[config.mk]
export PLATFORM = sky130hd
export DESIGN_NAME = mclk_frame_timer
export DESIGN_NICKNAME = d
export VERILOG_FILES = /design/src/rtl/mft_pkg.sv /design/src/rtl/mft_sel_detect.sv /design/src/rtl/mft_divider.sv /design/src/rtl/mclk_frame_timer.sv
export SDC_FILE = /design/constraint.sdc
export NUM_CORES = 1
export LEC_CHECK = 0
export BUFFER_PORTS_ARGS = -buffer_cell sky130_fd_sc_hd__buf_2
export CORE_UTILIZATION = 55
export CTS_CLUSTER_DIAMETER = 200
export DETAILED_ROUTE_END_ITERATION = 10
export GPL_ROUTABILITY_DRIVEN = 0
export PLACE_DENSITY = 0.74
export SLEW_MARGIN = 20
export SYNTH_ARGS = -nofsm -noshare
export SYNTH_HDL_FRONTEND = slang
export SYNTH_SLANG_ARGS = --single-unit
[constraint.sdc]
create_clock -name clk -period 4.8 [get_ports clk]
set_clock_uncertainty 0.1 [all_clocks]
set_input_delay 0.24 -clock clk [delete_from_list [all_inputs] [get_ports clk]]
set_output_delay 0.24 -clock clk [all_outputs]
set_load 0.005 [all_outputs]
[src/rtl/mft_pkg.sv]
package mft_pkg;

    // Effective divider setting: wide = ratio for the 2.048 MHz clock,
    // slip = one hold cycle per frame (1.544 MHz clock).
    typedef struct packed {
        logic wide;
        logic slip;
    } ratio_cfg_t;

    function automatic int unsigned ratio_div(ratio_cfg_t c, int unsigned dlo, int unsigned dhi);
        return c.wide ? dhi : dlo;
    endfunction

    function automatic int unsigned frame_cycles(ratio_cfg_t c, int unsigned dlo,
                                                 int unsigned dhi, int unsigned tpf);
        return ratio_div(c, dlo, dhi) * tpf + (c.slip ? 1 : 0);
    endfunction

endpackage

[src/rtl/mft_sel_detect.sv]
module mft_sel_detect #(
    parameter int unsigned QUIET_WIN = 64
) (
    input  logic clk,
    input  logic rst,
    input  logic sel_pin,
    output logic sel_level,
    output logic clocked
);
    localparam int unsigned CNT_W = (QUIET_WIN > 1) ? $clog2(QUIET_WIN) : 1;

    logic [CNT_W-1:0] quiet_cnt;

    always_ff @(posedge clk) begin
        if (rst) begin
            sel_level <= sel_pin;
            clocked   <= 1'b0;
            quiet_cnt <= '0;
        end else begin
            sel_level <= sel_pin;
            if (sel_pin != sel_level) begin
                clocked   <= 1'b1;
                quiet_cnt <= '0;
            end else if (clocked) begin
                if (quiet_cnt == CNT_W'(QUIET_WIN - 1)) begin
                    clocked   <= 1'b0;
                    quiet_cnt <= '0;
                end else begin
                    quiet_cnt <= quiet_cnt + 1'b1;
                end
            end
        end
    end

endmodule

[src/rtl/mft_divider.sv]
module mft_divider
    import mft_pkg::*;
#(
    parameter int unsigned DIV_LO = 6,
    parameter int unsigned DIV_HI = 8,
    parameter int unsigned TPF    = 32
) (
    input  logic       clk,
    input  logic       rst,
    input  ratio_cfg_t cfg_now,
    output ratio_cfg_t cfg_q,
    output logic       tick,
    output logic       frame_end
);
    localparam int unsigned MAX_LEN = DIV_HI * TPF + 1;
    localparam int unsigned CYC_W   = $clog2(MAX_LEN + 1);
    localparam int unsigned PRE_W   = (DIV_HI > 1) ? $clog2(DIV_HI) : 1;

    logic [CYC_W-1:0] cyc;
    logic [PRE_W-1:0] pre;
    logic [CYC_W-1:0] len_m1;
    logic [PRE_W-1:0] div_m1;
    logic             hold;

    always_comb begin
        len_m1    = CYC_W'(frame_cycles(cfg_q, DIV_LO, DIV_HI, TPF) - 1);
        div_m1    = PRE_W'(ratio_div(cfg_q, DIV_LO, DIV_HI) - 1);
        frame_end = (cyc == len_m1);
        hold      = cfg_q.slip && frame_end;
        tick      = !hold && (pre == div_m1);
    end

    always_ff @(posedge clk) begin
        if (rst) begin
            cfg_q <= '0;
            cyc   <= '0;
            pre   <= '0;
        end else if (cfg_now != cfg_q) begin
            cfg_q <= cfg_now;
            cyc   <= '0;
            pre   <= '0;
        end else begin
            cyc <= frame_end ? '0 : cyc + 1'b1;
            if (frame_end)
                pre <= '0;
            else if (!hold)
                pre <= (pre == div_m1) ? '0 : pre + 1'b1;
        end
    end

endmodule

[src/rtl/mclk_frame_timer.sv]
module mclk_frame_timer
    import mft_pkg::*;
#(
    parameter int unsigned DIV_LO    = 6,
    parameter int unsigned DIV_HI    = 8,
    parameter int unsigned TPF       = 32,
    parameter int unsigned QUIET_WIN = 64
) (
    input  logic clk,
    input  logic rst,
    input  logic sel_pin,
    input  logic slip_en,
    output logic tick_256k,
    output logic tick_frame,
    output logic bclk_shared
);
    logic       sel_level;
    logic       clocked;
    ratio_cfg_t cfg_now;
    ratio_cfg_t cfg_q;

    mft_sel_detect #(.QUIET_WIN(QUIET_WIN)) u_det (
        .clk      (clk),
        .rst      (rst),
        .sel_pin  (sel_pin),
        .sel_level(sel_level),
        .clocked  (clocked)
    );

    always_comb begin
        cfg_now.wide = !clocked && sel_level;
        cfg_now.slip = slip_en && !cfg_now.wide;
    end

    mft_divider #(.DIV_LO(DIV_LO), .DIV_HI(DIV_HI), .TPF(TPF)) u_div (
        .clk      (clk),
        .rst      (rst),
        .cfg_now  (cfg_now),
        .cfg_q    (cfg_q),
        .tick     (tick_256k),
        .frame_end(tick_frame)
    );

    assign bclk_shared = !clocked;

endmodule

=== Word-level counts from Yosys, hierarchy flattened ===
Cells that the tools add are included.

* Flip-flop bits (word level): 22
* Bits of input ports: 4
* Output and inout port bits: 3
* Logic and storage cells: 34

* Add/sub/neg operators: 6
* Equality and inequality tests: 5
* Muxes and demuxes: 7
* Reductions and logical operators: 9

{| class="wikitable"
|+ Operator list
! cell !! number
|-
| $add A9 B1 Y9 || 1
|-
| $add A9 B1 Y9 const B || 1
|-
| $eq A9 B9 Y1 || 1
|-
| $sub A9 B1 Y9 const B || 1
|-
| $add A6 B1 Y6 const B || 1
|-
| $eq A6 B6 Y1 const B || 1
|-
| $mux W6 || 1
|-
| $logic_and A1 B1 Y1 || 4
|-
| $mux W1 || 4
|-
| $mux W4 || 1
|-
| $add A3 B1 Y3 const B || 1
|-
| $eq A3 B3 Y1 || 1
|-
| $logic_not A1 Y1 || 3
|-
| $mux W3 || 1
|-
| $reduce_or A3 Y1 || 1
|-
| $sub A3 B1 Y3 const B || 1
|-
| $ne A2 B2 Y1 || 1
|-
| $reduce_or A2 Y1 || 1
|-
| $ne A1 B1 Y1 || 1
|}

=== Logic depth before layout (Yosys ltp) ===
* Depth after elaboration: 7
* Gate-level depth with buffers: 6
* Mapped depth without buffers: 5

=== Modules after synthesis ===
Synthesis repeated with hierarchy kept, for this count alone.

* Cells, all modules: 109
* Area, all modules: 1039.7 sq um

{| class="wikitable"
|+ Modules (own cells, without submodules)
! module !! instances !! cells an instance !! area each (sq um) !! seq. area each (sq um)
|-
| mft_divider || 1 || 70 || 676.9 || 280.3
|-
| mft_sel_detect || 1 || 36 || 336.6 || 160.2
|-
| mclk_frame_timer || 1 || 3 || 26.3 || 0.0
|}

=== Worst setup path after synthesis ===
OpenSTA, ideal clock, no wires.

* Path type: flip-flop to output port
* Start: register, netlist name u_div.cfg_q[0]
* End: output tick_frame
* Arrival time: 1253 ps
* Data required time: 4460 ps
* Path slack: 3207 ps
* Stages on the path, launching flop included: 6
* Buffers on the path: 1
* Path through: dfxtp_1 > ha_1 > xnor2_1 > nand3_1 > a21oi_2 > buf_6

* Cells in the longest elaborated chain, start to end: 4

{| class="wikitable"
|+ RTL lines
! what !! RTL line !! RTL
|-
| $mux W1 || mft_pkg.sv:16 || <nowiki>return ratio_div(c, dlo, dhi) * tpf + (c.slip ? 1 : 0);</nowiki>
|-
| $add A9 B1 Y9 || mft_pkg.sv:16 ||
|-
| $sub A9 B1 Y9 || mft_divider.sv:26 || <nowiki>len_m1 = CYC_W'(frame_cycles(cfg_q, DIV_LO, DIV_HI, TPF) - 1);</nowiki>
|-
| $eq A9 B9 Y1 || mft_divider.sv:28 || <nowiki>frame_end = (cyc == len_m1);</nowiki>
|-
| to (decl) || mclk_frame_timer.sv:14 || <nowiki>output logic tick_frame,</nowiki>
|}

No other way between the ends.

=== Final worst setup path ===
* Start: register, netlist name u_div.cfg_q[1]
* End: output tick_frame

* Cells in the longest elaborated chain, start to end: 4

{| class="wikitable"
|+ RTL lines
! what !! RTL line
|-
| $mux W4 || n/a
|-
| $add A9 B1 Y9 || mft_pkg.sv:16
|-
| $sub A9 B1 Y9 || mft_divider.sv:26
|-
| $eq A9 B9 Y1 || mft_divider.sv:28
|}

No other way between the ends.

==> flow_metrics.tcl <==
set metrics [dict create \
    r2r_setup_slack_ps 2920 \
    wirelength_um 1760 \
    synth.area.top_cells "dfxtp_1, xor2_1, ha_1, nor3_1, xnor2_1" \
    cts_hold_buf 1 \
    outcome "completed" \
    maxCapViolations 0 \
    yosys_warnings 0 \
    reg2regPathDepth 5 \
    cts_tree "yes" \
    grt-ovfl-total 0 \
    dpl.hpwl_um 1280 \
    power.density_nw_per_um2 321 \
    dp_cells 136 \
    mostFrequentLayoutCells "dfxtp_1, nor3_1, xor2_1, nor2_1, nand3_1" \
    root_buffer "clkbuf_4" \
    io_pins 7 \
    cts_buffers 3 \
    yosysSeqAreaShare 0.432 \
    crit_path_start "u_div.cfg_q[1]" \
    cts_sinks 22 \
    grt_pass1_wl_um 2990 \
    port_buffers 6 \
    whs_path_depth 2 \
    viasPerCell 5.52 \
    drt_pass1_iterations 4 \
    syn_nets 117 \
    startpoint_type "flip-flop" \
    dpl-instance-area_sq_um 1060 \
    ir_worst_vdd_mv 0.201 \
    die_x_um 45.0 \
    grt_use_total 0.204 \
    wire_per_inst_um 12.5 \
    finalCritPeriodShare 0.489 \
    syn_inst 108 \
    r2r_end "u_div.cyc[2]" \
    cp.required_ps 4460 \
    critPathKind "reg -> out" \
    fmax_mhz 426 \
    cp-end-kind "primary output" \
    drc_errors 0 \
    die_h_um 45.0 \
    n_fill_cell 150 \
    power.leakage_nw 0.425 \
    drtIter0Drc 22 \
    grt_max_degree 14 \
    syn_to_final_growth_pct 10.1 \
    clock_latency_ps 310 \
    fin_setup_tns_ps 0 \
    vias 778 \
    setup_viol 0 \
    cts_setup_buffers 0 \
    ant_nets 0 \
    slew_headroom 0.415 \
    rows 15 \
    cp-endpoint "tick_frame" \
    htreeDepth 1 \
    die_area_sq_um 2030 \
    hold_class "in -> reg" \
    syn_area_per_cell_sq_um 9.43 \
    drive_above_1_share 0.138 \
    design_area_sq_um 1120 \
    finalNetCount 126 \
    timing.rr.start "u_div.cfg_q[1]" \
    clk_pin_slew_ps 120 \
    diodes 0 \
    start_util 0.590 \
    ys_ff_latch 22 \
    clk_path_buf_depth 2 \
    grt_pass1_vias 727 \
    finalCriticalPeriod_ps 2350 \
    final_common_cell "dfxtp_1" \
    yosysTopAreaCellShare 0.432 \
    drv_slew 0 \
    cp_max_fo 13 \
    cp.arrival_ps 2010 \
    netlist_area_sq_um 1020 \
    core_sq_um 1730 \
    ctsResizeCount 0 \
    worst_slew_pin_slew_ps 876 \
    antenna_found_initial 0 \
    fin_util 0.649 \
    finalHoldViolations 0 \
    final_cells 141 \
    yosys.area.top_type "dfxtp_1" \
    ys_types 30 \
    rsz0062_at_grt "false" \
]
## registers in the layout, indices dropped and copies added, names as in the netlist
name,count
u_det.clocked,1
u_det.quiet_cnt,6
u_det.sel_level,1
u_div.cfg_q,2
u_div.cyc,9
u_div.pre,3
## through the flow
stage	setup WS (ps)	hold slack (ps)	power, mW
after floorplan	3210	168	0.215
after global placement	2860	268	0.220
after detailed placement	2780	276	0.222
after CTS	2420	8.29	0.366
after global routing	2260	4.33	0.378
final	2450	31.3	0.359
## how the worst min path moves through the flow
stage	from	end	slack, ps
3_5_place_dp	sel_pin	u_det.sel_level	280
3_3_place_gp	sel_pin	u_det.sel_level	270
6_report	rst	u_div.cfg_q[1]	30
2_1_floorplan	sel_pin	u_det.sel_level	170
5_1_grt	rst	u_div.cfg_q[1]	4
4_1_cts	rst	u_div.cfg_q[1]	8
## synth_stat cells
cell type and instances:
and3_2 1, a2bb2oi_1 1, inv_1 1, o21bai_1 1, nor2_1 10, nand3_1 7, and3b_1 1, ha_1 5
nor3_1 12, xor2_1 11, dfxtp_1 22, nor2b_1 2, xnor2_1 6, buf_2 2, or2_2 1, nor3b_1 2
a211oi_1 1, nor4_1 1, nand4b_1 1, and4_4 1, nand2b_1 1, nor2b_2 1, a21oi_2 1, a21oi_1 2
nand4_1 4, mux2_2 1, buf_6 1, nand2_1 5, o21ai_0 2, mux2i_1 1
## cells by family after synthesis
kind of cell             share of synthesized area
buffers and inverters                       0.0246
adder cells (fa/ha/maj)                     0.0614
XOR/XNOR                                     0.146
AND/OR/NAND/NOR                              0.263
flip-flops                                   0.432
AO/OA/AOI/OAI                               0.0516
multiplexers                                0.0209
## power breakdown
part | internal [mW] | leakage, nW | switching, mW
Clock | 0.0844 | 0.0279 | 0.0568
Combinational | 0.0118 | 0.218 | 0.0122
Sequential | 0.187 | 0.179 | 0.00693
Total | 0.284 | 0.425 | 0.0759
## per-layer routing
| layer | vias up | global-route usage | share of wire |
|---|---|---|---|
| li1 | 394 | - | - |
| met1 | 368 | 0.258 | 0.49 |
| met2 | 12 | 0.307 | 0.47 |
| met3 | 4 | 0.0640 | 0.029 |
| met4 | 0 | 0.109 | 0.014 |
| met5 | - | 0 | 0 |
## worst max-delay path: stages (launching register included)
cell	delay [ps]
dfxtp_1	450
ha_1	280
xnor2_1	140
nand3_1	160
a21oi_2	460
buf_2	210
## layout make-up
| class | count | area [sq um] | area share |
|---|---|---|---|
| Sequential cell | 22 | 440 | 0.393 |
| Multi-Input combinational cell | 82 | 553 | 0.493 |
| Clock buffer | 3 | 22.5 | 0.0201 |
| Inverter | 1 | 3.75 | 0.00335 |
| Clock inverter | 1 | 30.0 | 0.0268 |
| Timing Repair Buffer | 7 | 40.0 | 0.0357 |
| Tap cell | 25 | 31.3 | 0.0279 |
Power figures use the tool's default switching activity.
